<file path="src/rtl/vunzip_pkg.sv">
package vunzip_pkg;
    localparam int VEC_W     = 128;
    localparam int HALF_W    = VEC_W / 2;
    localparam int MIN_ESIZE = 8;
    localparam int NSIZES    = 4;

    typedef enum logic [1:0] {
        ESZ_BYTE = 2'd0,
        ESZ_HALF = 2'd1,
        ESZ_WORD = 2'd2,
        ESZ_DBL  = 2'd3
    } esize_e;

    typedef struct packed {
        logic             valid;
        logic             undef;
        logic [VEC_W-1:0] data;
    } vout_t;
endpackage

</file>
<file path="src/rtl/vunzip_decode.sv">
module vunzip_decode
    import vunzip_pkg::*;
(
    input  logic [1:0]        elem_size,
    input  logic              wide,
    output logic [NSIZES-1:0] lane_sel,
    output logic              undef
);
    always_comb begin
        undef    = (esize_e'(elem_size) == ESZ_DBL) && !wide;
        lane_sel = '0;
        if (!undef) begin
            lane_sel[elem_size] = 1'b1;
        end
    end
endmodule

</file>
<file path="src/rtl/vunzip_gather.sv">
module vunzip_gather #(
    parameter int VEC_W = 128,
    parameter int ESIZE = 8
) (
    input  logic [VEC_W-1:0] src_lo,
    input  logic [VEC_W-1:0] src_hi,
    input  logic             wide,
    input  logic             odd_sel,
    output logic [VEC_W-1:0] res
);
    localparam int HALF_W = VEC_W / 2;
    localparam int NFULL  = VEC_W / ESIZE;
    localparam int NHALF  = HALF_W / ESIZE;

    logic [2*VEC_W-1:0] zip_full;
    logic [VEC_W-1:0]   zip_half;
    logic [VEC_W-1:0]   res_full;
    logic [HALF_W-1:0]  res_half;

    assign zip_full = {src_hi, src_lo};
    assign zip_half = {src_hi[HALF_W-1:0], src_lo[HALF_W-1:0]};

    for (genvar e = 0; e < NFULL; e++) begin : g_full
        assign res_full[e*ESIZE +: ESIZE] = odd_sel ? zip_full[(2*e+1)*ESIZE +: ESIZE]
                                                    : zip_full[(2*e)*ESIZE +: ESIZE];
    end

    for (genvar e = 0; e < NHALF; e++) begin : g_half
        assign res_half[e*ESIZE +: ESIZE] = odd_sel ? zip_half[(2*e+1)*ESIZE +: ESIZE]
                                                    : zip_half[(2*e)*ESIZE +: ESIZE];
    end

    assign res = wide ? res_full : {{HALF_W{1'b0}}, res_half};
endmodule

</file>
<file path="src/rtl/vunzip_unit.sv">
module vunzip_unit
    import vunzip_pkg::*;
#(
    parameter bit REG_OUT = 1'b1
) (
    input  logic             clk,
    input  logic             rst,
    input  logic             in_valid,
    input  logic [VEC_W-1:0] src_lo,
    input  logic [VEC_W-1:0] src_hi,
    input  logic [1:0]       elem_size,
    input  logic             wide,
    input  logic             odd_sel,
    output logic             out_valid,
    output logic [VEC_W-1:0] out_vec,
    output logic             out_undef
);
    logic [NSIZES-1:0] lane_sel;
    logic              undef_c;
    logic [VEC_W-1:0]  cand [NSIZES];
    logic [VEC_W-1:0]  perm_c;
    vout_t             out_d;
    vout_t             out_q;

    vunzip_decode u_dec (
        .elem_size (elem_size),
        .wide      (wide),
        .lane_sel  (lane_sel),
        .undef     (undef_c)
    );

    for (genvar i = 0; i < NSIZES; i++) begin : g_size
        vunzip_gather #(
            .VEC_W (VEC_W),
            .ESIZE (MIN_ESIZE << i)
        ) u_gather (
            .src_lo  (src_lo),
            .src_hi  (src_hi),
            .wide    (wide),
            .odd_sel (odd_sel),
            .res     (cand[i])
        );
    end

    // AND-OR select: an empty lane_sel (reserved case) yields zero
    always_comb begin
        perm_c = '0;
        for (int i = 0; i < NSIZES; i++) begin
            perm_c = perm_c | (cand[i] & {VEC_W{lane_sel[i]}});
        end
    end

    if (REG_OUT) begin : g_reg
        always_comb begin
            out_d       = out_q;
            out_d.valid = in_valid;
            if (in_valid) begin
                out_d.undef = undef_c;
                out_d.data  = perm_c;
            end
        end

        always_ff @(posedge clk) begin
            if (rst) begin
                out_q <= '0;
            end else begin
                out_q <= out_d;
            end
        end
    end else begin : g_comb
        always_comb begin
            out_d.valid = in_valid;
            out_d.undef = undef_c;
            out_d.data  = perm_c;
        end
        assign out_q = out_d;
    end

    assign out_valid = out_q.valid;
    assign out_vec   = out_q.data;
    assign out_undef = out_q.undef;
endmodule

</file>
<file path="config.mk">
export PLATFORM = sky130hd
export DESIGN_NAME = vunzip_unit
export DESIGN_NICKNAME = d
export VERILOG_FILES = /design/src/rtl/vunzip_pkg.sv /design/src/rtl/vunzip_decode.sv /design/src/rtl/vunzip_gather.sv /design/src/rtl/vunzip_unit.sv
export SDC_FILE = /design/constraint.sdc
export NUM_CORES = 1
export LEC_CHECK = 0
export CAP_MARGIN = 25
export CORE_ASPECT_RATIO = 1.75
export CORE_MARGIN = 3
export CORE_UTILIZATION = 23
export DETAILED_ROUTE_END_ITERATION = 8
export HOLD_SLACK_MARGIN = 0.02
export SYNTH_ARGS = -nofsm -noshare
export SYNTH_HDL_FRONTEND = slang
export SYNTH_SLANG_ARGS = --single-unit
</file>
<file path="constraint.sdc">
create_clock -name clk -period 3.55 [get_ports clk]
set_input_delay 0.5325 -clock clk [delete_from_list [all_inputs] [get_ports clk]]
set_output_delay 0.5325 -clock clk [all_outputs]
set_load 0.01 [all_outputs]
</file>
==> metrics <==
Post-Syn Area per Cell=8.28 um2; Layout area overhead=42.9%; R2R Setup Slk=2.41 ns; H-tree Lvls=4; number of synthesized flops with an enable pin=0; reg2reg end=out_vec[61]$_SDFFE_PP0P_; root buf cell=clkbuf_16; cts hold-fix bufs=0; post-CTS setup buffer count=0; final WL=64200 um; GP Congestion=0.897; synth unique cells=79; footprint of the multi-input gates=8080 um2; fill count=5250; Die H=303 um; Initial Util=23.3%; Post-route DRC=0; row count=108; DRT iter0 DRCs=1150; Clk pin slew, worst setup/hold paths=0.07 ns; Min Clock Period, post-route=2.17 ns; power density over cell area=326 nW/um2; CTS resizes=0; Util after Layout=33.3%; Hold Path Class=flip-flop to flip-flop; vias per cell=5.54; Main synth FF type=dfxtp_1; Critical path destination=out_vec[12]$_SDFFE_PP0P_; final setup vio count=0; post-synthesis sequential area ratio=22.4%; Crit Path Max Fanout=61; syn nets=1664; Period Utilization, post-route=61.1%; CTS Buf Count=17; Async SR Flop Fraction=0%; relative slew slack=40.2%; Max Cap Viol=0; CTS Sinks=130; nets@finish=1974; Leak=6.18 nW; Worst setup SP type=primary input; first-pass GRT wire length=91000 um; # port buffers=392; GRT Util Overall=23.1%; RSZ-0062 raised after global routing=no; die width=176 um; Tightest Pin Transition=0.896 ns; vias in the first global route=13200; reg-to-reg critical path startpoint=out_vec[61]$_SDFFE_PP0P_; Routed WL per cell=26.8 um; Cell Area, Synth=11600 um2; CTS tree=yes; layout cells sized above 1=11.9%; DR vias=13300; clk_lat worst skew=0.45 ns; Fmax=0.461 GHz; WHS=0.454 ns; initial antenna violation count=10; final hold violations=0; Post-Syn Instances=1401; critical path class=primary input to flip-flop; Core Footprint=49700 um2; CP Cell Sequence=clkbuf_8 -> buf_4 -> buf_4 -> mux2_2 -> mux2i_1 -> o221a_2 -> nor3_1; Clock Tree Buf Depth=2; Ys Warns=0; Critical Path RT=3.88 ns; Top Ports=393; r2r worst-path depth=4; DP HPWL=49900 um; clock skew=0 ns; largest net degree at the start of global routing=65; largest stage delay on the critical path=0.40 ns; Crit. End Element=flip-flop; Max IR drop VDD=0.000281 V; sequential cell area=2600 um2; CP Launch Point=elem_size[0]; DRT Pass-1 Iters=5; Setup Total Neg Slack=0 ns; status=complete, no violations; Synth Register Bits=130; Final Slew Violations=0; GR Overflow Total=0; post-route ant nets=0; die area=53300 um2; critical path arrival=2.50 ns; slowest CP cell=buf_4; CP most frequent cell=buf_4
==> worst min-delay path by stage <==
| stage | startpoint | to | cells after the start |
|---|---|---|---|
| floorplan | out_vec[87]$_SDFFE_PP0P_ | out_vec[87]$_SDFFE_PP0P_ | 2 |
| global placement | out_vec[121]$_SDFFE_PP0P_ | out_vec[121]$_SDFFE_PP0P_ | 2 |
| detailed placement | out_vec[87]$_SDFFE_PP0P_ | out_vec[87]$_SDFFE_PP0P_ | 2 |
| CTS | out_vec[87]$_SDFFE_PP0P_ | out_vec[87]$_SDFFE_PP0P_ | 2 |
| global route | out_vec[87]$_SDFFE_PP0P_ | out_vec[87]$_SDFFE_PP0P_ | 2 |
| finish | out_vec[126]$_SDFFE_PP0P_ | out_vec[126]$_SDFFE_PP0P_ | 2 |
==> metrics by stage <==
| step | worst slack [ns] | instance area [um2] | cells | power [mW] |
|---|---|---|---|---|
| 6_report | 1.38 | 16600 | 2392 | 5.39 |
| 5_1_grt | 1.24 | 16600 | 2390 | 5.61 |
| 4_1_cts | 1.35 | 16500 | 2384 | 5.43 |
| 3_5_place_dp | 0.876 | 15900 | 2352 | 3.46 |
| 3_3_place_gp | 0.833 | 15900 | 2352 | 3.45 |
| 2_1_floorplan | 1.68 | 11600 | 1401 | 2.53 |
==> per-layer routing <==
metal / global-route usage (%) / part of all wire, %
met5: 0 / 0.033
met4: 16.1 / 7.2
met3: 4.93 / 7.6
met2: 37.1 / 46
met1: 27.4 / 39
==> layout by cell type, fill, tap and decap left out, drive strengths merged, types with 6 or more instances in the layout <==
| master | Yosys | layout |
|---|---|---|
| o32ai | 7 | 7 |
| nor3 | 46 | 46 |
| nand2b | 37 | 37 |
| nand3 | 17 | 17 |
| a32o | 6 | 6 |
| a211o | 9 | 9 |
| a22oi | 10 | 10 |
| mux2i | 122 | 122 |
| clkdlybuf4s50 | 0 | 386 |
| mux4 | 41 | 41 |
| o221ai | 9 | 9 |
| diode | 0 | 8 |
| buf | 101 | 53 |
| a21oi | 61 | 61 |
| a311oi | 21 | 21 |
| o41ai | 7 | 7 |
| a22o | 28 | 28 |
| inv | 21 | 21 |
| dfxtp | 130 | 130 |
| o21ai | 112 | 112 |
| a222oi | 31 | 31 |
| nor2b | 48 | 48 |
| clkbuf | 49 | 25 |
| nand2 | 151 | 151 |
| o21bai | 12 | 12 |
| and3 | 11 | 11 |
| o22ai | 15 | 15 |
| a211oi | 33 | 33 |
| mux2 | 49 | 49 |
| o221a | 16 | 16 |
| a21boi | 10 | 10 |
| a31oi | 6 | 6 |
| nor2 | 104 | 104 |
| o211ai | 24 | 24 |
==> kinds of logic after synthesis <==
logic type      synth area share [%]
compound gates                  28.5
flops                           22.4
simple gates                    17.5
xor+xnor                       0.216
buf+inv                         8.03
mux                             23.3
==> state kept, by name (all words and copies together) (netlist names) <==
signal	count
out_vec	128
out_valid	1
out_undef	1
==> cell type report <==
cell class	instances	share of cell area [%]
clock inverter	9	0.770
antenna	8	0.121
multi-input combinational	1099	48.8
sequential	130	15.7
timing repair buffer	441	26.2
tap	660	4.98
clock buffer	23	2.95
inverter	22	0.514
==> where the power goes <==
part,switching [mW],internal [mW]
logic,0.947,0.875
clock network,0.775,1.18
registers,0.0644,1.56
==> critical path: cells and delay by family <==
kind	cells	cell delay, ns
buf+inv	3	1.10
mux	2	0.53
compound gates	1	0.22
simple gates	1	0.05
==> synthesized netlist by cell type, types with 28 or more instances <==
cell / number / area (um2)
o21ai_0: 103 / 515
nor2b_1: 48 / 300
a222oi_1: 31 / 310
mux4_2: 41 / 923
buf_2: 62 / 310
nand2_1: 151 / 567
mux2i_1: 122 / 1220
mux2_2: 35 / 394
nand2b_1: 37 / 231
a211oi_1: 32 / 240
a21oi_1: 61 / 305
clkbuf_1: 49 / 184
nor3_1: 46 / 230
a22o_1: 28 / 245
nor2_1: 101 / 379
dfxtp_1: 130 / 2600
Note: power is estimated with default switching activity, not from simulation.
